===== src/rtl/hdc_pkg.sv =====
package hdc_pkg;
  typedef enum logic [1:0] {
    RQ_READ = 2'd0,
    RQ_RDEX = 2'd1,
    RQ_UPGR = 2'd2,
    RQ_NONE = 2'd3
  } req_kind_e;
endpackage


===== src/rtl/hdc_dir_store.sv =====
module hdc_dir_store #(
  parameter int NODES   = 4,
  parameter int LINES   = 8,
  parameter int HOME_ID = 0,
  localparam int NW = $clog2(NODES),
  localparam int LW = $clog2(LINES)
) (
  input  logic             clk,
  input  logic             rst_n,
  input  logic [LW-1:0]    rd_line,
  output logic [NW-1:0]    rd_owner,
  output logic [NODES-1:0] rd_sharers,
  output logic             rd_hvalid,
  input  logic             wr_en,
  input  logic [LW-1:0]    wr_line,
  input  logic [NW-1:0]    wr_owner,
  input  logic [NODES-1:0] wr_sharers,
  input  logic             wr_hvalid
);
  logic [NW-1:0]    owner_q   [LINES];
  logic [NODES-1:0] sharers_q [LINES];
  logic [LINES-1:0] hvalid_q;

  always_ff @(posedge clk or negedge rst_n) begin
    if (!rst_n) begin
      for (int i = 0; i < LINES; i++) begin
        owner_q[i]   <= NW'(HOME_ID);
        sharers_q[i] <= '0;
      end
      hvalid_q <= '1;
    end else if (wr_en) begin
      owner_q[wr_line]   <= wr_owner;
      sharers_q[wr_line] <= wr_sharers;
      hvalid_q[wr_line]  <= wr_hvalid;
    end
  end

  assign rd_owner   = owner_q[rd_line];
  assign rd_sharers = sharers_q[rd_line];
  assign rd_hvalid  = hvalid_q[rd_line];
endmodule


===== src/rtl/hdc_decide.sv =====
module hdc_decide #(
  parameter int NODES = 4,
  localparam int NW = $clog2(NODES),
  localparam int CW = $clog2(NODES + 1)
) (
  input  logic [1:0]       kind,
  input  logic             valid,
  input  logic [NW-1:0]    src,
  input  logic [NW-1:0]    owner,
  input  logic [NODES-1:0] sharers,
  input  logic             hvalid,
  input  logic             sharewb,
  output logic             upd,
  output logic [NW-1:0]    n_owner,
  output logic [NODES-1:0] n_sharers,
  output logic             n_hvalid,
  output logic             rsp_v,
  output logic             rsp_d,
  output logic             fwd_v,
  output logic             fwd_x,
  output logic [NODES-1:0] inv,
  output logic [CW-1:0]    acks
);
  import hdc_pkg::*;

  function automatic logic [CW-1:0] popc(input logic [NODES-1:0] v);
    logic [CW-1:0] c;
    c = '0;
    for (int i = 0; i < NODES; i++) c = c + CW'(v[i]);
    return c;
  endfunction

  logic [NODES-1:0] src_bit, own_bit;
  logic             src_shares;

  assign src_bit    = NODES'(1) << src;
  assign own_bit    = NODES'(1) << owner;
  assign src_shares = |(sharers & src_bit);

  always_comb begin
    upd       = 1'b0;
    n_owner   = owner;
    n_sharers = sharers;
    n_hvalid  = hvalid;
    rsp_v     = 1'b0;
    rsp_d     = 1'b0;
    fwd_v     = 1'b0;
    fwd_x     = 1'b0;
    inv       = '0;
    if (valid) begin
      case (kind)
        RQ_READ: begin
          upd       = 1'b1;
          n_sharers = sharers | src_bit;
          n_hvalid  = hvalid | sharewb;
          rsp_v     = hvalid;
          rsp_d     = hvalid;
          fwd_v     = !hvalid;
        end
        RQ_RDEX, RQ_UPGR: begin
          upd       = 1'b1;
          n_owner   = src;
          n_sharers = src_bit;
          n_hvalid  = 1'b0;
          if (kind == RQ_UPGR && src_shares) begin
            inv   = sharers & ~src_bit;
            rsp_v = 1'b1;
          end else if (hvalid) begin
            inv   = sharers & ~src_bit;
            rsp_v = 1'b1;
            rsp_d = 1'b1;
          end else begin
            inv   = sharers & ~src_bit & ~own_bit;
            fwd_v = 1'b1;
            fwd_x = 1'b1;
          end
        end
        default: upd = 1'b0;
      endcase
    end
  end

  assign acks = popc(inv);
endmodule


===== src/rtl/hdc_home_dir.sv =====
module hdc_home_dir #(
  parameter int NODES   = 4,
  parameter int LINES   = 8,
  parameter int HOME_ID = 0,
  localparam int NW = $clog2(NODES),
  localparam int LW = $clog2(LINES),
  localparam int CW = $clog2(NODES + 1)
) (
  input  logic             clk,
  input  logic             rst_n,
  input  logic             sharewb_en,
  input  logic             req_valid,
  input  logic [1:0]       req_type,
  input  logic [NW-1:0]    req_src,
  input  logic [LW-1:0]    req_line,
  output logic             rsp_valid,
  output logic [NW-1:0]    rsp_dst,
  output logic             rsp_data,
  output logic [CW-1:0]    rsp_acks,
  output logic             fwd_valid,
  output logic [NW-1:0]    fwd_dst,
  output logic [NW-1:0]    fwd_req,
  output logic             fwd_excl,
  output logic [CW-1:0]    fwd_acks,
  output logic             inv_valid,
  output logic [NODES-1:0] inv_mask,
  output logic [NW-1:0]    inv_req
);
  logic [1:0] rst_pipe;
  logic       rst_sync_n;

  always_ff @(posedge clk or negedge rst_n) begin
    if (!rst_n) rst_pipe <= '0;
    else        rst_pipe <= {rst_pipe[0], 1'b1};
  end
  assign rst_sync_n = rst_pipe[1];

  logic [NW-1:0]    cur_owner, n_owner;
  logic [NODES-1:0] cur_sharers, n_sharers, inv_d;
  logic             cur_hvalid, n_hvalid, upd;
  logic             rsp_v_d, rsp_d_d, fwd_v_d, fwd_x_d;
  logic [CW-1:0]    acks_d;

  hdc_dir_store #(.NODES(NODES), .LINES(LINES), .HOME_ID(HOME_ID)) u_store (
    .clk(clk), .rst_n(rst_sync_n),
    .rd_line(req_line), .rd_owner(cur_owner), .rd_sharers(cur_sharers),
    .rd_hvalid(cur_hvalid),
    .wr_en(upd), .wr_line(req_line), .wr_owner(n_owner),
    .wr_sharers(n_sharers), .wr_hvalid(n_hvalid)
  );

  hdc_decide #(.NODES(NODES)) u_decide (
    .kind(req_type), .valid(req_valid), .src(req_src),
    .owner(cur_owner), .sharers(cur_sharers), .hvalid(cur_hvalid),
    .sharewb(sharewb_en),
    .upd(upd), .n_owner(n_owner), .n_sharers(n_sharers), .n_hvalid(n_hvalid),
    .rsp_v(rsp_v_d), .rsp_d(rsp_d_d), .fwd_v(fwd_v_d), .fwd_x(fwd_x_d),
    .inv(inv_d), .acks(acks_d)
  );

  // next-state of the message registers
  logic             rsp_valid_n, rsp_data_n, fwd_valid_n, fwd_excl_n, inv_valid_n;
  logic [NW-1:0]    rsp_dst_n, fwd_dst_n, fwd_req_n, inv_req_n;
  logic [CW-1:0]    rsp_acks_n, fwd_acks_n;
  logic [NODES-1:0] inv_mask_n;

  always_comb begin
    rsp_valid_n = rsp_v_d;
    rsp_dst_n   = rsp_v_d ? req_src : '0;
    rsp_data_n  = rsp_d_d;
    rsp_acks_n  = rsp_v_d ? acks_d : '0;
    fwd_valid_n = fwd_v_d;
    fwd_dst_n   = fwd_v_d ? cur_owner : '0;
    fwd_req_n   = fwd_v_d ? req_src : '0;
    fwd_excl_n  = fwd_x_d;
    fwd_acks_n  = fwd_v_d ? acks_d : '0;
    inv_valid_n = |inv_d;
    inv_mask_n  = inv_d;
    inv_req_n   = (|inv_d) ? req_src : '0;
  end

  always_ff @(posedge clk or negedge rst_sync_n) begin
    if (!rst_sync_n) begin
      rsp_valid <= 1'b0; rsp_dst <= '0; rsp_data <= 1'b0; rsp_acks <= '0;
      fwd_valid <= 1'b0; fwd_dst <= '0; fwd_req <= '0; fwd_excl <= 1'b0;
      fwd_acks  <= '0;
      inv_valid <= 1'b0; inv_mask <= '0; inv_req <= '0;
    end else begin
      rsp_valid <= rsp_valid_n; rsp_dst <= rsp_dst_n;
      rsp_data  <= rsp_data_n;  rsp_acks <= rsp_acks_n;
      fwd_valid <= fwd_valid_n; fwd_dst <= fwd_dst_n;
      fwd_req   <= fwd_req_n;   fwd_excl <= fwd_excl_n;
      fwd_acks  <= fwd_acks_n;
      inv_valid <= inv_valid_n; inv_mask <= inv_mask_n;
      inv_req   <= inv_req_n;
    end
  end
endmodule


===== config.mk =====
export PLATFORM = sky130hd
export DESIGN_NAME = hdc_home_dir
export DESIGN_NICKNAME = d
export VERILOG_FILES = /design/src/rtl/hdc_pkg.sv /design/src/rtl/hdc_dir_store.sv /design/src/rtl/hdc_decide.sv /design/src/rtl/hdc_home_dir.sv
export SDC_FILE = /design/constraint.sdc
export NUM_CORES = 1
export LEC_CHECK = 0
export ABC_AREA = 1
export BUFFER_PORTS_ARGS = -buffer_cell sky130_fd_sc_hd__buf_2
export CORE_MARGIN = 10
export CORE_UTILIZATION = 41
export CTS_CLUSTER_DIAMETER = 80
export DETAILED_ROUTE_END_ITERATION = 6
export GPL_TIMING_DRIVEN = 1
export HOLD_SLACK_MARGIN = 0.12
export SETUP_SLACK_MARGIN = 0.05
export SKIP_CTS_REPAIR_TIMING = 1
export SLEW_MARGIN = 5
export SYNTH_ARGS = -nofsm -noshare
export SYNTH_HDL_FRONTEND = slang
export SYNTH_SLANG_ARGS = --single-unit

===== constraint.sdc =====
create_clock -name clk -period 2.82 [get_ports clk]
set_input_delay 0.141 -clock clk [delete_from_list [all_inputs] [get_ports clk]]
set_output_delay 0.141 -clock clk [all_outputs]
set_load 0.02 [all_outputs]

==> impl_metrics.env <==
export IMPL_status="complete, no violations"
export IMPL_rows=35
export IMPL_cp_start_kind="input port"
export IMPL_clock_sinks=81
export IMPL_grt_first_pass_wirelength_mm=15.2
export IMPL_synth_top_cell_by_area="dfrtp_1"
export IMPL_nets=533
export IMPL_antenna_found_initial=0
export IMPL_synth_top_cells_by_area="dfrtp_1 46%, nand2_1 14%, inv_1 5.6%"
export IMPL_synth_seq_cells=81
export IMPL_yosys_cell_types_count=27
export IMPL_path_clk_slew_ns=0.08
export IMPL_place_area_um2=4240
export IMPL_synthXorXnorAreaFrac=0
export IMPL_leakagePower_uw=0.00225
export IMPL_synthCells=471
export IMPL_drc=0
export IMPL_path_class="in2reg"
export IMPL_ant_nets=0
export IMPL_post_route_period_util=0.913
export IMPL_clkLatencyLatePin_ns=0.36
export IMPL_diodes=0
export IMPL_max_freq_mhz=388
export IMPL_arrival_ns=2.82
export IMPL_hpwlAfterDp_mm=6.46
export IMPL_setup_viol=0
export IMPL_numCtsBuffers=9
export IMPL_initial_core_util=0.424
export IMPL_via_per_inst=4.71
export IMPL_numPortBuffers=33
export IMPL_synth_simple_gate_area_frac=0.243
export IMPL_fp_coreArea_um2=9280
export IMPL_grt_start_max_net_pins=80
export IMPL_finClkSkew_ns=0.0175
export IMPL_clockBufferDepth=2
export IMPL_synth_most_common_cell="nand2_1"
export IMPL_powerDensity_nw_per_um2=683
export IMPL_cts_tree="built"
export IMPL_synthTopCellsByCount="144 x nand2_1, 73 x dfrtp_1, 59 x inv_1, 44 x o21ai_0, 22 x nor2_2"
export IMPL_die_y_um=118
export IMPL_slew_viol_final=0
export IMPL_synth_top_cell_area_share=0.465
export IMPL_period_needed_ns=2.58
export IMPL_vdd_ir_drop_max_mv=0.290
export IMPL_synth_top_family_by_area="simple AND/OR/NAND/NOR gates"
export IMPL_grt_usage=0.133
export IMPL_htree_levels=3
export IMPL_wl_per_cell_um=13.9
export IMPL_muxShareOfSynthArea=0
export IMPL_finalWirelength_mm=9.04
export IMPL_ys_flop_type="dfrtp_1"
export IMPL_netlist_area_um2=3930
export IMPL_area_growth_pct=14.4
export IMPL_maxSlewHeadroom=0.320
export IMPL_fillers=906
export IMPL_endpoint_kind="flop"
export IMPL_drive_gt1_frac=0.225
export IMPL_rsz0062_at_grt="no"
export IMPL_cts_root_buf="clkbuf_8"
export IMPL_syn_nets=489
export IMPL_grt_pass1_vias=3035
export IMPL_synth_compound_area_share=0.124
export IMPL_totalPowerFinal_uw=3080
export IMPL_fin_area_um2=4500
export IMPL_fp_dieArea_um2=13900
export IMPL_synthAdderAreaFrac=0.0242
export IMPL_synth_avg_cell_area_um2=8.35
export IMPL_holdCritPathClass="in2reg"
export IMPL_routabilityCongestion=0.880
export IMPL_crit_path_max_fanout=6
export IMPL_worstPathRequired_ns=3.06
export IMPL_tns_ns=0
export IMPL_grt_overflow_total=0
export IMPL_die_x_um=118
export IMPL_first_pass_iters=4
export IMPL_ys_async_sr_fraction=1.00
export IMPL_route_vias_total=3058
export IMPL_final_hold_viol_count=0
export IMPL_fin_cells=649
export IMPL_synth_edf_count=0
export IMPL_yosysWarnings=0
export IMPL_dpl_cell_count=629
export IMPL_drt_iter0_drc=201
export IMPL_tightest_slew_ns=1.02
export IMPL_max_cap_violations=0
export IMPL_yosysSeqAreaShare=0.518
export IMPL_ios=34
## kinds of logic after synthesis
| family | Yosys count |
|---|---|
| buffers and inverters | 80 |
| flip-flops | 81 |
| AO/OA/AOI/OAI | 85 |
| adder cells (fa/ha/maj) | 7 |
| other | 1 |
| AND/OR/NAND/NOR | 217 |
## through the flow
step	hold slack, ns	worst slack, ns	utilization
floorplan	-0.155	0.411	-
CTS	-0.469	0.214	0.480
global placement	-0.0746	0.136	0.457
finish	0.141	0.245	0.485
global route	0.139	0.0594	0.485
detailed placement	-0.0730	0.0809	0.457
## cell type report
| class | instances | area, um2 | area share |
|---|---|---|---|
| clock inverters | 5 | 61.3 | 0.0136 |
| inverters | 71 | 267 | 0.0592 |
| repair buffers | 42 | 268 | 0.0595 |
| clock buffers | 11 | 151 | 0.0336 |
| well taps | 129 | 161 | 0.0359 |
| flip-flops and latches | 81 | 2040 | 0.453 |
| multi-input cells | 310 | 1550 | 0.345 |
## cell usage in the layout, fill, tap and decap left out, types with 2 or more instances in the layout
cell,instances
nor2_1,20
nand2_2,3
o21ai_2,5
clkbuf_8,11
nand2_1,144
nor3_1,3
buf_4,3
dfrtp_1,72
nor2_4,3
dfstp_2,8
inv_2,12
nor2_2,22
o21ai_0,44
dlygate4sd3_1,4
inv_6,2
ha_1,6
o21ai_1,18
a21oi_2,2
nand3_1,18
buf_2,33
buf_12,2
o32ai_2,4
a21oi_1,12
inv_1,59
## layer usage
metal / vias up / GRT usage / wire length, um
li1: 1552 / - / -
met1: 1422 / 0.185 / 4560
met2: 80 / 0.190 / 3950
met3: 4 / 0.0408 / 473
met4: 0 / 0.0440 / 48
met5: - / 0 / 0
## worst max-delay path, stage by stage
cell and delay (ns):
dlygate4sd3_1 0.53, buf_2 0.14, inv_1 0.21, nor2_1 0.09
inv_1 0.10, nor2_2 0.05, nor2_2 0.10, nand2_2 0.07
nand2_4 0.09, nand2_1 0.07, o21ai_2 0.16, ha_1 0.27
fa_1 0.37, ha_1 0.28, inv_1 0.10, nor2_2 0.05
## path summary, 6_finish.rpt
path,startpoint,endpoint,slack [ns],cells after the start
max in group asynchronous,rst_pipe[1],u_store.sharers_q[29],1.64,0
worst min register to register,rst_pipe[0],rst_pipe[1],0.36,0
min in group asynchronous,rst_pipe[1],u_store.sharers_q[24],0.48,0
worst min-delay path,req_valid,fwd_excl,0.14,3
worst max-delay path,req_src[0],fwd_acks[1],0.24,16
worst max register to register,u_store.sharers_q[24],fwd_acks[1],0.26,16
## sequential cells by signal, summed over array words and instances, names as in the netlist
signal and count:
fwd_acks 3, fwd_dst 2, fwd_excl 1, fwd_req 2
fwd_valid 1, inv_mask 4, inv_req 2, inv_valid 1
rsp_acks 3, rsp_data 1, rsp_dst 2, rsp_valid 1
rst_pipe 2, u_store.hvalid_q 8, u_store.owner_q 16, u_store.sharers_q 32
## power by group
part	internal, uW	switching [uW]	total [uW]
Combinational	224	445	669
Sequential	1400	102	1500
Clock	464	443	908
Note: power is estimated with default switching activity, not from simulation.
